**config.mk**
```make
export PLATFORM = sky130hd
export DESIGN_NAME = bcode_sop_xlate
export DESIGN_NICKNAME = d
export VERILOG_FILES = /design/src/rtl/bcode_sop_pkg.sv /design/src/rtl/bcode_sop_fifo.sv /design/src/rtl/bcode_sop_ctrl.sv /design/src/rtl/bcode_sop_dp.sv /design/src/rtl/bcode_sop_xlate.sv
export SDC_FILE = /design/constraint.sdc
export NUM_CORES = 1
export LEC_CHECK = 0
export ABC_AREA = 1
export BUFFER_PORTS_ARGS = -buffer_cell sky130_fd_sc_hd__buf_2
export CORE_UTILIZATION = 35
export DETAILED_ROUTE_END_ITERATION = 8
export PLACE_DENSITY = 0.59
export SYNTH_ARGS = -nofsm -noshare
export SYNTH_HDL_FRONTEND = slang
export SYNTH_SLANG_ARGS = --single-unit
```
**constraint.sdc**
```tcl
create_clock -name clk -period 6.4 [get_ports clk]
set_input_delay 1.28 -clock clk [delete_from_list [all_inputs] [get_ports clk]]
set_output_delay 1.28 -clock clk [all_outputs]
set_load 0.02 [all_outputs]
```
**src/rtl/bcode_sop_pkg.sv**
```systemverilog
package bcode_sop_pkg;

  localparam int SOP_W   = 40;
  localparam int ROM_DEP = 16;
  localparam int ROM_AW  = $clog2(ROM_DEP);

  localparam logic [7:0] SOP_NOP  = 8'h01;
  localparam logic [7:0] SOP_POPR = 8'h02;
  localparam logic [7:0] SOP_PSHR = 8'h03;
  localparam logic [7:0] SOP_ALU  = 8'h04;
  localparam logic [7:0] SOP_LIT  = 8'h10;
  localparam logic [7:0] SOP_TRAP = 8'hFF;

  localparam logic [7:0] FN_ADD = 8'h00;
  localparam logic [7:0] FN_SUB = 8'h01;

  typedef enum logic [2:0] {
    CLS_ROM, CLS_LIT8, CLS_LIT16, CLS_CONST, CLS_TRAP
  } bcClass_e;

  typedef struct packed {
    logic     loadOp;
    logic     shiftOpnd;
    logic     romLoad;
    logic     romStep;
    logic     pushSop;
    logic     selRom;
    bcClass_e litKind;
  } ctrlStrobe_t;

  function automatic bcClass_e classify(input logic [7:0] op);
    case (op)
      8'h00, 8'h57, 8'h59, 8'h60, 8'h64: classify = CLS_ROM;
      8'h10:                             classify = CLS_LIT8;
      8'h11:                             classify = CLS_LIT16;
      8'h02, 8'h03, 8'h04, 8'h05,
      8'h06, 8'h07, 8'h08:               classify = CLS_CONST;
      default:                           classify = CLS_TRAP;
    endcase
  endfunction

  function automatic logic [ROM_AW-1:0] romStart(input logic [7:0] op);
    case (op)
      8'h60:   romStart = ROM_AW'(1);
      8'h64:   romStart = ROM_AW'(5);
      8'h59:   romStart = ROM_AW'(9);
      8'h57:   romStart = ROM_AW'(12);
      default: romStart = ROM_AW'(0);
    endcase
  endfunction

  function automatic logic [SOP_W-1:0] mkSop(input logic [7:0] code, input logic [7:0] p0,
                                             input logic [7:0] p1, input logic [7:0] p2,
                                             input logic [7:0] p3);
    mkSop = {code, p0, p1, p2, p3};
  endfunction

  // ROM word: {endOfSequence, sop}
  function automatic logic [SOP_W:0] romWord(input logic [ROM_AW-1:0] addr);
    case (addr)
      ROM_AW'(0):  romWord = {1'b1, mkSop(SOP_NOP,  8'd0, 8'd0, 8'd0, 8'd0)};
      ROM_AW'(1):  romWord = {1'b0, mkSop(SOP_POPR, 8'd1, 8'd0, 8'd0, 8'd0)};
      ROM_AW'(2):  romWord = {1'b0, mkSop(SOP_POPR, 8'd0, 8'd0, 8'd0, 8'd0)};
      ROM_AW'(3):  romWord = {1'b0, mkSop(SOP_ALU,  8'd0, 8'd0, 8'd1, FN_ADD)};
      ROM_AW'(4):  romWord = {1'b1, mkSop(SOP_PSHR, 8'd0, 8'd0, 8'd0, 8'd0)};
      ROM_AW'(5):  romWord = {1'b0, mkSop(SOP_POPR, 8'd1, 8'd0, 8'd0, 8'd0)};
      ROM_AW'(6):  romWord = {1'b0, mkSop(SOP_POPR, 8'd0, 8'd0, 8'd0, 8'd0)};
      ROM_AW'(7):  romWord = {1'b0, mkSop(SOP_ALU,  8'd0, 8'd0, 8'd1, FN_SUB)};
      ROM_AW'(8):  romWord = {1'b1, mkSop(SOP_PSHR, 8'd0, 8'd0, 8'd0, 8'd0)};
      ROM_AW'(9):  romWord = {1'b0, mkSop(SOP_POPR, 8'd0, 8'd0, 8'd0, 8'd0)};
      ROM_AW'(10): romWord = {1'b0, mkSop(SOP_PSHR, 8'd0, 8'd0, 8'd0, 8'd0)};
      ROM_AW'(11): romWord = {1'b1, mkSop(SOP_PSHR, 8'd0, 8'd0, 8'd0, 8'd0)};
      ROM_AW'(12): romWord = {1'b1, mkSop(SOP_POPR, 8'd0, 8'd0, 8'd0, 8'd0)};
      default:     romWord = {1'b1, mkSop(SOP_NOP,  8'd0, 8'd0, 8'd0, 8'd0)};
    endcase
  endfunction

endpackage

```
**src/rtl/bcode_sop_fifo.sv**
```systemverilog
module bcode_sop_fifo #(
  parameter int DEPTH = 8,
  parameter int WIDTH = 40
) (
  input  logic             clk,
  input  logic             rstN,
  input  logic             wrEn,
  input  logic [WIDTH-1:0] wrData,
  input  logic             rdReq,
  output logic [WIDTH-1:0] rdData,
  output logic             empty,
  output logic             full
);
  localparam int AW = (DEPTH > 1) ? $clog2(DEPTH) : 1;
  localparam logic [AW:0]   FULL_CNT = (AW+1)'(DEPTH);
  localparam logic [AW-1:0] LAST_IDX = AW'(DEPTH-1);

  logic [WIDTH-1:0] mem [DEPTH];
  logic [AW-1:0]    wrPtr, rdPtr;
  logic [AW:0]      count;
  logic             rdEn;

  assign empty  = (count == '0);
  assign full   = (count == FULL_CNT);
  assign rdEn   = rdReq && !empty;
  assign rdData = mem[rdPtr];

  always_ff @(posedge clk) begin
    if (wrEn) mem[wrPtr] <= wrData;
  end

  always_ff @(posedge clk) begin
    if (!rstN) begin
      wrPtr <= '0;
      rdPtr <= '0;
      count <= '0;
    end else begin
      if (wrEn) wrPtr <= (wrPtr == LAST_IDX) ? '0 : wrPtr + AW'(1);
      if (rdEn) rdPtr <= (rdPtr == LAST_IDX) ? '0 : rdPtr + AW'(1);
      case ({wrEn, rdEn})
        2'b10:   count <= count + (AW+1)'(1);
        2'b01:   count <= count - (AW+1)'(1);
        default: count <= count;
      endcase
    end
  end

  // the producer never writes into a full queue
  assert_no_push_full_R8: assert property (@(posedge clk) disable iff (!rstN)
    wrEn |-> !full);
  // a write without a read leaves the queue non-empty
  assert_push_not_empty_R8: assert property (@(posedge clk) disable iff (!rstN)
    (wrEn && !rdEn) |=> !empty);
endmodule

```
**src/rtl/bcode_sop_ctrl.sv**
```systemverilog
module bcode_sop_ctrl
  import bcode_sop_pkg::*;
(
  input  logic        clk,
  input  logic        rstN,
  input  logic        cellValid,
  input  logic [7:0]  cellData,
  output logic        cellReady,
  input  logic        romLast,
  input  logic        fifoFull,
  output ctrlStrobe_t strb
);
  typedef enum logic [2:0] {ST_IDLE, ST_OPND1, ST_OPND2, ST_ROM, ST_EMIT} state_e;

  state_e   state, stateNext;
  bcClass_e clsQ;
  bcClass_e cellCls;
  logic     cellAccept;

  assign cellCls    = classify(cellData);
  assign cellReady  = ((state == ST_IDLE) || (state == ST_OPND1) || (state == ST_OPND2))
                      && !fifoFull;
  assign cellAccept = cellValid && cellReady;

  always_comb begin
    strb         = '0;
    strb.litKind = clsQ;
    strb.selRom  = (state == ST_ROM);
    stateNext    = state;
    case (state)
      ST_IDLE: if (cellAccept) begin
        strb.loadOp = 1'b1;
        case (cellCls)
          CLS_ROM: begin
            strb.romLoad = 1'b1;
            stateNext    = ST_ROM;
          end
          CLS_LIT8, CLS_LIT16: stateNext = ST_OPND1;
          default:             stateNext = ST_EMIT;
        endcase
      end
      ST_OPND1: if (cellAccept) begin
        strb.shiftOpnd = 1'b1;
        stateNext      = (clsQ == CLS_LIT16) ? ST_OPND2 : ST_EMIT;
      end
      ST_OPND2: if (cellAccept) begin
        strb.shiftOpnd = 1'b1;
        stateNext      = ST_EMIT;
      end
      ST_EMIT: if (!fifoFull) begin
        strb.pushSop = 1'b1;
        stateNext    = ST_IDLE;
      end
      ST_ROM: if (!fifoFull) begin
        strb.pushSop = 1'b1;
        if (romLast) stateNext = ST_IDLE;
        else         strb.romStep = 1'b1;
      end
      default: stateNext = ST_IDLE;
    endcase
  end

  always_ff @(posedge clk) begin
    if (!rstN) begin
      state <= ST_IDLE;
      clsQ  <= CLS_ROM;
    end else begin
      state <= stateNext;
      if (strb.loadOp) clsQ <= cellCls;
    end
  end

  // taking a ROM-expanded opcode closes the cell input on the next cycle
  assert_busy_after_rom_R7: assert property (@(posedge clk) disable iff (!rstN)
    (state == ST_IDLE && cellAccept && cellCls == CLS_ROM) |=> !cellReady);
  // a built SOP waiting on a full queue stays pending
  assert_emit_hold_R7: assert property (@(posedge clk) disable iff (!rstN)
    (state == ST_EMIT && fifoFull) |=> (state == ST_EMIT));
endmodule

```
**src/rtl/bcode_sop_dp.sv**
```systemverilog
module bcode_sop_dp
  import bcode_sop_pkg::*;
#(
  parameter int FIFO_DEPTH = 8
) (
  input  logic             clk,
  input  logic             rstN,
  input  logic [7:0]       cellData,
  input  ctrlStrobe_t      strb,
  output logic             romLast,
  output logic             fifoFull,
  output logic [SOP_W-1:0] sopData,
  output logic             sopEmpty,
  input  logic             sopReady
);
  logic [7:0]        opQ;
  logic [15:0]       opndQ;
  logic [ROM_AW-1:0] romAddr;
  logic [SOP_W:0]    romOut;
  logic [SOP_W-1:0]  customSop, sopIn;

  assign romOut  = romWord(romAddr);
  assign romLast = romOut[SOP_W];

  always_comb begin
    case (strb.litKind)
      CLS_LIT8:  customSop = {SOP_LIT, {24{opndQ[7]}}, opndQ[7:0]};
      CLS_LIT16: customSop = {SOP_LIT, {16{opndQ[15]}}, opndQ};
      CLS_CONST: customSop = {SOP_LIT, {24'h0, opQ} - 32'd3};
      default:   customSop = {SOP_TRAP, 24'h0, opQ};
    endcase
  end

  assign sopIn = strb.selRom ? romOut[SOP_W-1:0] : customSop;

  always_ff @(posedge clk) begin
    if (!rstN) begin
      opQ     <= '0;
      opndQ   <= '0;
      romAddr <= '0;
    end else begin
      if (strb.loadOp)    opQ   <= cellData;
      if (strb.shiftOpnd) opndQ <= {opndQ[7:0], cellData};
      if (strb.romLoad)      romAddr <= romStart(cellData);
      else if (strb.romStep) romAddr <= romAddr + ROM_AW'(1);
    end
  end

  bcode_sop_fifo #(.DEPTH(FIFO_DEPTH), .WIDTH(SOP_W)) u_fifo (
    .clk    (clk),
    .rstN   (rstN),
    .wrEn   (strb.pushSop),
    .wrData (sopIn),
    .rdReq  (sopReady),
    .rdData (sopData),
    .empty  (sopEmpty),
    .full   (fifoFull)
  );

  // a one-byte literal reaches the queue sign-extended
  assert_lit8_sext_R3: assert property (@(posedge clk) disable iff (!rstN)
    (strb.pushSop && !strb.selRom && strb.litKind == CLS_LIT8)
      |-> (sopIn[31:8] == {24{sopIn[7]}}));
  // a two-byte literal reaches the queue sign-extended
  assert_lit16_sext_R4: assert property (@(posedge clk) disable iff (!rstN)
    (strb.pushSop && !strb.selRom && strb.litKind == CLS_LIT16)
      |-> (sopIn[31:16] == {16{sopIn[15]}}));
  // a trap word carries only the opcode in its low byte
  assert_trap_shape_R6: assert property (@(posedge clk) disable iff (!rstN)
    (strb.pushSop && sopIn[39:32] == SOP_TRAP) |-> (sopIn[31:8] == 24'h0));
endmodule

```
**src/rtl/bcode_sop_xlate.sv**
```systemverilog
module bcode_sop_xlate
  import bcode_sop_pkg::*;
#(
  parameter int FIFO_DEPTH = 8
) (
  input  logic        clk,
  input  logic        rstN,
  input  logic        cellValid,
  input  logic [7:0]  cellData,
  output logic        cellReady,
  output logic [39:0] sopData,
  output logic        sopEmpty,
  output logic        sopFull,
  input  logic        sopReady
);
  ctrlStrobe_t strb;
  logic        romLast;
  logic        fifoFull;

  assign sopFull = fifoFull;

  bcode_sop_ctrl u_ctrl (
    .clk       (clk),
    .rstN      (rstN),
    .cellValid (cellValid),
    .cellData  (cellData),
    .cellReady (cellReady),
    .romLast   (romLast),
    .fifoFull  (fifoFull),
    .strb      (strb)
  );

  bcode_sop_dp #(.FIFO_DEPTH(FIFO_DEPTH)) u_dp (
    .clk      (clk),
    .rstN     (rstN),
    .cellData (cellData),
    .strb     (strb),
    .romLast  (romLast),
    .fifoFull (fifoFull),
    .sopData  (sopData),
    .sopEmpty (sopEmpty),
    .sopReady (sopReady)
  );
endmodule

```
# --- Word-level counts from Yosys, hierarchy flattened ---
# Memory sizes are Yosys's and may differ from the RTL's. A register that Yosys moved wholly into a read port is not among the register bits.
# Cells that the tools add are included.
totals:
  ff_bits: 44
  ram_bits: 320
  rom_bits: 112
  in_bits: 12
  output_inout_bits: 43
  word_cells: 102
  n_memories: 2
classes:
  addsub: 6
  eq_ne: 33
  n_mux: 35
  reduce_logical: 18
mem_list:
  columns: ["memory", "depth", "width", "read_ports", "rd_clocked_by_memory_dff", "write_ports", "line_no", "rtl"]
  rows:
  - ["u_dp.u_fifo.mem", 8, 40, 1, 1, 1, "bcode_sop_fifo.sv:18", "logic [WIDTH-1:0] mem [DEPTH];"]
  - ["(no name shown)", 16, 7, 1, 1, 0, "bcode_sop_pkg.sv:60", "case (addr)"]
ops:
  columns: ["op", "n"]
  rows:
  - ["$pmux W40 S3", 1]
  - ["$mux W40", 1]
  - ["$mux W3", 11]
  - ["$eq A8 B3 Y1 const B", 4]
  - ["$eq A8 B7 Y1 const B", 4]
  - ["$eq A8 B2 Y1 const B", 2]
  - ["$eq A8 B5 Y1 const B", 2]
  - ["$mux W4", 4]
  - ["$pmux W4 S4", 1]
  - ["$eq A3 B2 Y1 const B", 5]
  - ["$pmux W3 S5", 1]
  - ["$pmux W3 S4", 1]
  - ["$mux W1", 11]
  - ["$eq A3 B1 Y1 const B", 3]
  - ["$eq A3 B3 Y1 const B", 3]
  - ["$sub A8 B2 Y9 const B", 1]
  - ["$add A4 B1 Y4 const B", 2]
  - ["$eq A8 B4 Y1 const B", 1]
  - ["$logic_not A8 Y1", 1]
  - ["$pmux W4 S2", 1]
  - ["$reduce_or A7 Y1", 1]
  - ["$add A3 B1 Y3 const B", 2]
  - ["$logic_not A3 Y1", 2]
  - ["$ne A2 B1 Y1 const B", 3]
  - ["16 further kinds", 24]

# --- Depth between registers and ports, before layout ---
# Gate-level depths: netlist (run 1).
logic_depth:
  ltp_word: 10
  ltp_mapped: 16
  depth_no_buf: 16

# --- By module ---
# Synthesis (run 1) repeated with hierarchy kept, for this count alone.
hier_totals:
  cells_unflattened: 1388
  hier_area_um2: 15924.0
modules_own_cells:
  columns: ["mod", "n_inst", "cells_each", "area_per_inst_um2", "seq_area_each_um2"]
  rows:
  - ["bcode_sop_fifo", 1, 990, 13387.8, 9869.5]
  - ["bcode_sop_dp", 1, 287, 1914.3, 680.7]
  - ["bcode_sop_ctrl", 1, 111, 621.8, 120.1]

# --- Worst setup path before layout (run 1) ---
# No wires, ideal clock.
synth_timing:
  path_kind: "flip-flop to output port"
  start: "register with a tool-made name"
  end: "output port sopData[16]"
  arrival_ps: 2368
  required_time_ps: 5120
  path_slack_ps: 2752
  path_stages_with_launch: 10
  path_buffers: 4
  cell_sequence: "dfxtp_1 buf_2 inv_1 buf_2 buf_2 nor2_1 o22ai_1 nor2_1 a31oi_1 buf_4"
synth_lines:
  columns: ["element", "line_no", "rtl"]
  rows:
  - ["end: declaration", "bcode_sop_xlate.sv:11", "output logic [39:0] sopData,"]

==> key figures, run 1 <==
Clock network
  • Num CTS Buffers: 25
  • CTS Buffer Depth: 3
  • Htree depth: 1
  • CTS root buffer: clkbuf_16
  • CTS sink cnt: 229
  • Hold buffers post-CTS: 0
  • Clock transition at the registers of the reported paths: 0.06 ns
  • CTS tree: built
  • Post-CTS setup buffers: 0
  • Resize count post-CTS: 0
  • Clock latency at the later pin of the worst-skew pair: 0.51 ns

Place
  • DP Cell Count: 1336
  • DP Area: 0.0105 mm²
  • Placer congestion estimate: 0.817
  • Place WS: 2.59 ns
  • DP Wirelength: 13400 µm
  • I/O Buffers: 54

Worst hold path
  • Hold Path Class: flop to flop
  • Hold Path Sink: u_ctrl.clsQ[2]$_SDFFE_PN0P_
  • Worst Hold Launch: u_ctrl.clsQ[2]$_SDFFE_PN0P_
  • Hold depth: 2

Die
  • Die area: 0.0291 mm²
  • Die width: 171 µm
  • Initial Utilization: 0.357
  • CORE AREA: 0.0279 mm²
  • Top-Level Pins: 55
  • Placement row count: 61
  • Die height: 171 µm

Worst setup path
  • WP data required: 5.12 ns
  • Buffers and inverters on the worst path: 2
  • Worst-path fanout max: 61
  • Top Family by Delay on Critical Path: buffers and inverters
  • R2R Path End: u_dp.u_fifo.count[3]$_SDFFE_PN0P_
  • Cells along the critical path: inv_2, o21ai_0, o22ai_1, nor2_1, a31oi_1, buf_2
  • Setup CP Type: flop to output pin
  • R2R depth: 12
  • Critical Path Sink Type: output pin
  • CP arrival: 3.00 ns
  • Crit start category: flop
  • Worst flop-to-flop path startpoint: u_ctrl.state[0]$_SDFFE_PN0P_
  • Register-to-Register Setup Slack: 3.25 ns
  • Crit path max-delay cell type: inv_2
  • CP peak stage delay: 0.73 ns

Timing
  • Min Tclk post-route: 4.28 ns
  • Fin. Hold Viols: 0
  • Max Clk Rate: 234 MHz
  • Post-route setup TNS: 0 ns
  • Final setup fails: 0
  • Final worst-path cycle share: 0.668
  • Final worst clock skew: 0.0146 ns
  • Final setup margin: 2.12 ns
  • Fin. max-slew vios: 0
  • Worst-Margin Slew: 1.16 ns
  • Relative slew slack: 0.229
  • Unrepaired setup endpoints after global routing: false

Yosys
  • Post-synthesis net count: 980
  • Yosys warnings: 0
  • Post-synth design cell area: 0.00994 mm²
  • Synth top area share: 0.532
  • Synth area leaders: edfxtp_1, dfxtp_1, nor2_1
  • Top FF cell, synth: edfxtp_1
  • Mean Syn Cell Area: 10.4 µm²
  • Post-synth EDFFs: 176
  • Synth Register Bits: 229
  • Yosys top cell by area: edfxtp_1
  • Distinct cells, synth: 43
  • Register area share after synthesis: 0.638
  • Syn Inst Count: 952
  • FFs w/ async S/R, synth: 0

Global route
  • Antenna violations before repair: 0
  • Met3 track demand over resource: 0.0204
  • Global Route met1 Usage: 0.214
  • Gr usage total: 0.152
  • Gr ovfl total: 0
  • Busiest grt layer: met2
  • Largest net degree at the start of global routing: 64
  • First-pass GRT wire length: 34200 µm
  • Met2 usage: 0.247
  • Vias in the first global route: 6174

Route
  • Vias per cell: 4.89
  • Post-DRT Antenna Nets: 0
  • Drt wl/cell: 15.9 µm
  • Initial drt markers: 692
  • Via Count: 6750
  • 1st-pass router iterations: 4
  • Post-Route WL: 21900 µm
  • DRC Markers: 0

Power
  • VDD IR max: 186 µV
  • Static Leak: 0.00415 µW
  • Pwr Total: 4860 µW
  • Pwr Density: 430 mW/mm²

Status
  • Status: finished, final reports clean

Layout
  • Syn-to-layout area delta: 13.8%
  • Fill cells: 2673
  • Inserted Diodes: 0
  • Fin cells: 1381
  • Layout cells sized above 1: 0.147
  • Nets: 1013
  • Cell area after layout: 0.0113 mm²

Flow run
  • Max Cap Violations: 0
[registers in the layout (all words and copies together), names as in the netlist, named ones only]
name	flops
u_dp.opQ	8
u_ctrl.clsQ	3
u_ctrl.state	3
u_dp.u_fifo.count	4
u_dp.u_fifo.mem	176
u_dp.u_fifo.wrPtr	3
u_dp.opndQ	16
u_dp.romOut	6
u_dp.romAddr	4
u_dp.u_fifo.rdPtr	3
[layout by cell type (no fill, tap or decap), types with 5 or more instances in the layout]
| master | instances |
|---|---|
| a211oi_1 | 8 |
| a21oi_1 | 45 |
| a31oi_1 | 23 |
| buf_2 | 54 |
| buf_4 | 14 |
| clkbuf_1 | 10 |
| clkbuf_16 | 25 |
| dfxtp_1 | 52 |
| edfxtp_1 | 176 |
| ha_1 | 15 |
| inv_1 | 57 |
| inv_2 | 5 |
| nand2_1 | 58 |
| nand2_2 | 6 |
| nand3_1 | 20 |
| nand4_1 | 6 |
| nor2_1 | 206 |
| nor2_2 | 16 |
| o21ai_0 | 124 |
| o21ai_1 | 9 |
| o22ai_1 | 22 |
[layer usage]
layer,wire (µm),up-vias
met4,277,0
met2,10100,112
met5,0,-
li1,-,3383
met3,772,27
met1,10700,3228
[synthesized netlist by cell type, types with 2 or more instances]
| master | count |
|---|---|
| buf_2 | 9 |
| buf_1 | 2 |
| nand2_2 | 6 |
| inv_1 | 58 |
| inv_2 | 4 |
| or2_2 | 2 |
| edfxtp_1 | 176 |
| buf_4 | 19 |
| a21oi_1 | 45 |
| nand3_2 | 4 |
| nand2_1 | 58 |
| a211oi_1 | 8 |
| nor2_4 | 3 |
| nor3_2 | 2 |
| o22ai_1 | 22 |
| xor2_1 | 4 |
| dfxtp_1 | 53 |
| nand3_1 | 20 |
| nand4_1 | 6 |
| a221oi_1 | 3 |
| o21ai_0 | 124 |
| nor2_1 | 214 |
| xnor2_1 | 3 |
| ha_1 | 15 |
| o21ai_2 | 2 |
| a31oi_1 | 23 |
| o211ai_1 | 3 |
| nand3b_1 | 2 |
| o21ai_1 | 9 |
| nor2_2 | 8 |
| o31ai_1 | 2 |
| clkbuf_1 | 32 |
[final cells by class]
cell class	instances	area (µm²)	area share
flip-flops and latches	229	6350	0.561
multi-input cells	598	3060	0.271
clock buffers	37	691	0.0611
well taps	378	473	0.0418
repair buffers	68	375	0.0332
inverters	63	236	0.0209
clock inverters	8	124	0.0110
[stage by stage]
step            util  hold WS [ns]
2_1_floorplan      -         0.444
3_3_place_gp   0.377         0.457
3_5_place_dp   0.377         0.466
4_1_cts        0.406         0.475
5_1_grt        0.406         0.501
6_report       0.406         0.475
[power breakdown]
group	total, µW	internal [µW]	switching [µW]	leakage, µW
combinational	1630	478	1150	0.00175
sequential	1820	1750	65.7	0.00200
clock	1420	868	549	0.000395
[worst max path at each step]
stage,startpoint,to,slack (ns),depth (start not counted)
finish,flop,sopData[28],2.12,6
detailed placement,flop,sopData[23],2.59,6
global route,flop,sopData[21],1.78,6
global placement,flop,sopData[15],2.61,6
CTS,flop,sopData[23],2.05,6
floorplan,flop,sopData[16],2.75,9
[worst register-to-register path: stages, from the launching register on]
cell and delay, ns:
dfxtp_1 0.48, nand3_2 0.34, inv_1 0.59, or2_2 0.28, nand2_2 0.11, ha_1 0.28
ha_1 0.36, nand2_1 0.07, nor2_1 0.04, a211oi_1 0.22, xor2_1 0.17, nand2_1 0.06
a21oi_1 0.11
[logic make-up after synthesis]
kind of cell | Yosys count | share of synthesized area
flops | 229 | 0.638
compound gates | 244 | 0.135
fa+ha+maj | 16 | 0.0209
buf+inv | 125 | 0.0555
simple gates | 331 | 0.144
xor+xnor | 7 | 0.00617
(Power assumes the default switching activity.)
==> run 2, diff against run 1 <==
PLACE_DENSITY = 0.6   (was 0.59)
clock period = 3.7 ns   (was 6.4 ns; I/O delays follow)
==> run 2 against run 1 <==
Utilization grew 0.26 points. Clock power is 68% higher. Final cell count up 0.94%. Critical path depth grew 1. Sequential power rose by 72%. Hold slack got worse by 0.0014 ns. Die area is the same. Cell area increased by 0.65%. Highest routed layer unchanged.
==> key figures, run 2 (synthesis results as in run 1) <==
Clock network
  • Clock transition at the registers of the reported paths: 0.06 ns
  • CTS root buffer: clkbuf_16
  • Resize count post-CTS: 0
  • CTS sink cnt: 229
  • Clock latency at the later pin of the worst-skew pair: 0.53 ns
  • Htree depth: 1
  • CTS Buffer Depth: 3
  • CTS tree: built
  • Post-CTS setup buffers: 0
  • Hold buffers post-CTS: 0
  • Num CTS Buffers: 25

Global route
  • Largest net degree at the start of global routing: 53
  • Vias in the first global route: 6390
  • First-pass GRT wire length: 35200 µm
  • Gr ovfl total: 0
  • Gr usage total: 0.158
  • Antenna violations before repair: 0

Route
  • Vias per cell: 4.96
  • DRC Markers: 0
  • Drt wl/cell: 16.4 µm
  • Initial drt markers: 690
  • 1st-pass router iterations: 6
  • Post-DRT Antenna Nets: 0
  • Post-Route WL: 22900 µm
  • Via Count: 6910

Worst setup path
  • Register-to-Register Setup Slack: 1.06 ns
  • Worst flop-to-flop path startpoint: u_ctrl.clsQ[2]$_SDFFE_PN0P_
  • Worst-path fanout max: 52
  • CP endpoint: sopData[8]
  • R2R depth: 7
  • Setup CP Type: flop to output pin
  • CP arrival: 2.59 ns
  • Critical Path Sink Type: output pin
  • Crit start category: flop
  • WP data required: 2.96 ns
  • R2R Path End: u_dp.u_fifo.mem[2][1]$_DFFE_PP_

Power
  • VDD IR max: 342 µV
  • Static Leak: 0.00420 µW
  • Pwr Density: 741 mW/mm²

Die
  • Top-Level Pins: 55
  • Die width: 171 µm
  • Die area: 0.0291 mm²
  • Placement row count: 61
  • CORE AREA: 0.0279 mm²
  • Die height: 171 µm
  • Initial Utilization: 0.357

Place
  • DP Wirelength: 14100 µm
  • I/O Buffers: 54
  • DP Cell Count: 1348
  • Placer congestion estimate: 0.877
  • Place WS: 0.895 ns

Layout
  • Fin cells: 1394
  • Nets: 1025
  • Top reg by flops: u_dp.u_fifo.mem
  • Register Area: 0.00635 mm²
  • Most common cell after layout, fill and taps aside: nor2_1
  • Syn-to-layout area delta: 14.5%
  • Flip-flop count of the largest register after layout: 176
  • Inserted Diodes: 0
  • Multi-input logic area: 0.00307 mm²
  • Layout cells sized above 1: 0.156
  • Biggest regs: u_dp.u_fifo.mem (176), u_dp.opndQ (16), u_dp.opQ (8)
  • Fill cells: 2657
  • Most frequent cells in the layout: nor2_1, edfxtp_1, o21ai_0

Timing
  • Final worst-path cycle share: 0.900
  • Final setup margin: 0.371 ns
  • Relative slew slack: 0.248
  • Max Clk Rate: 300 MHz
  • Unrepaired setup endpoints after global routing: false
  • Final setup fails: 0
  • Fin. Hold Viols: 0
  • Fin. max-slew vios: 0
  • Worst-Margin Slew: 1.13 ns
  • Post-route setup TNS: 0 ns
  • Final worst clock skew: 0.0180 ns
  • Min Tclk post-route: 3.33 ns

Worst hold path
  • Hold Path Class: flop to flop
  • Worst Hold Launch: u_ctrl.clsQ[2]$_SDFFE_PN0P_

Flow run
  • Max Cap Violations: 0

Status
  • Status: finished, final reports clean
## run 2: cell type report
cell class,instances,area share
Sequential cell,229,0.558
Timing Repair Buffer,80,0.0409
Inverter,63,0.0208
Clock inverter,17,0.0133
Tap cell,378,0.0416
Clock buffer,29,0.0563
Multi-Input combinational cell,598,0.270
## run 2: routing by layer
metal | share of wire | vias up | routed length (µm) | track usage
li1 | - | 3420 | - | -
met1 | 0.46 | 3248 | 10400 | 0.216
met2 | 0.46 | 203 | 10600 | 0.260
met3 | 0.056 | 39 | 1290 | 0.0211
met4 | 0.023 | 0 | 520 | 0.0474
met5 | 0 | - | 0 | 0
## run 2: critical path: stages, from the launching register on
cell and delay, ns:
dfxtp_2 0.42, inv_2 0.33, buf_4 0.49, o21ai_0 0.14, o22ai_1 0.13, nor2_1 0.06
a31oi_1 0.25, buf_2 0.22
## run 2: worst min-delay path by stage
stage	end	slack (ns)	depth (start not counted)
2_1_floorplan	u_ctrl.clsQ[2]$_SDFFE_PN0P_	0.44	2
3_3_place_gp	u_ctrl.clsQ[2]$_SDFFE_PN0P_	0.46	2
3_5_place_dp	u_ctrl.clsQ[2]$_SDFFE_PN0P_	0.46	2
4_1_cts	u_ctrl.clsQ[2]$_SDFFE_PN0P_	0.47	2
5_1_grt	u_ctrl.clsQ[2]$_SDFFE_PN0P_	0.51	2
6_report	u_ctrl.clsQ[2]$_SDFFE_PN0P_	0.47	2
## run 2: report_power, final
part | internal, µW | switching, µW | leakage, µW
logic | 882 | 2040 | 0.00181
clock network | 1390 | 1000 | 0.000381
registers | 3030 | 102 | 0.00200
## run 2: stage by stage
step / cell area [µm²] / hold WS (ns) / utilization / total power (µW)
after global placement: 10600 / 0.459 / 0.380 / 6090
final: 11400 / 0.474 / 0.409 / 8440
after CTS: 11400 / 0.474 / 0.408 / 8500
after floorplan: 9940 / 0.444 / - / 5380
after detailed placement: 10600 / 0.465 / 0.380 / 6120
after global routing: 11400 / 0.506 / 0.409 / 8930
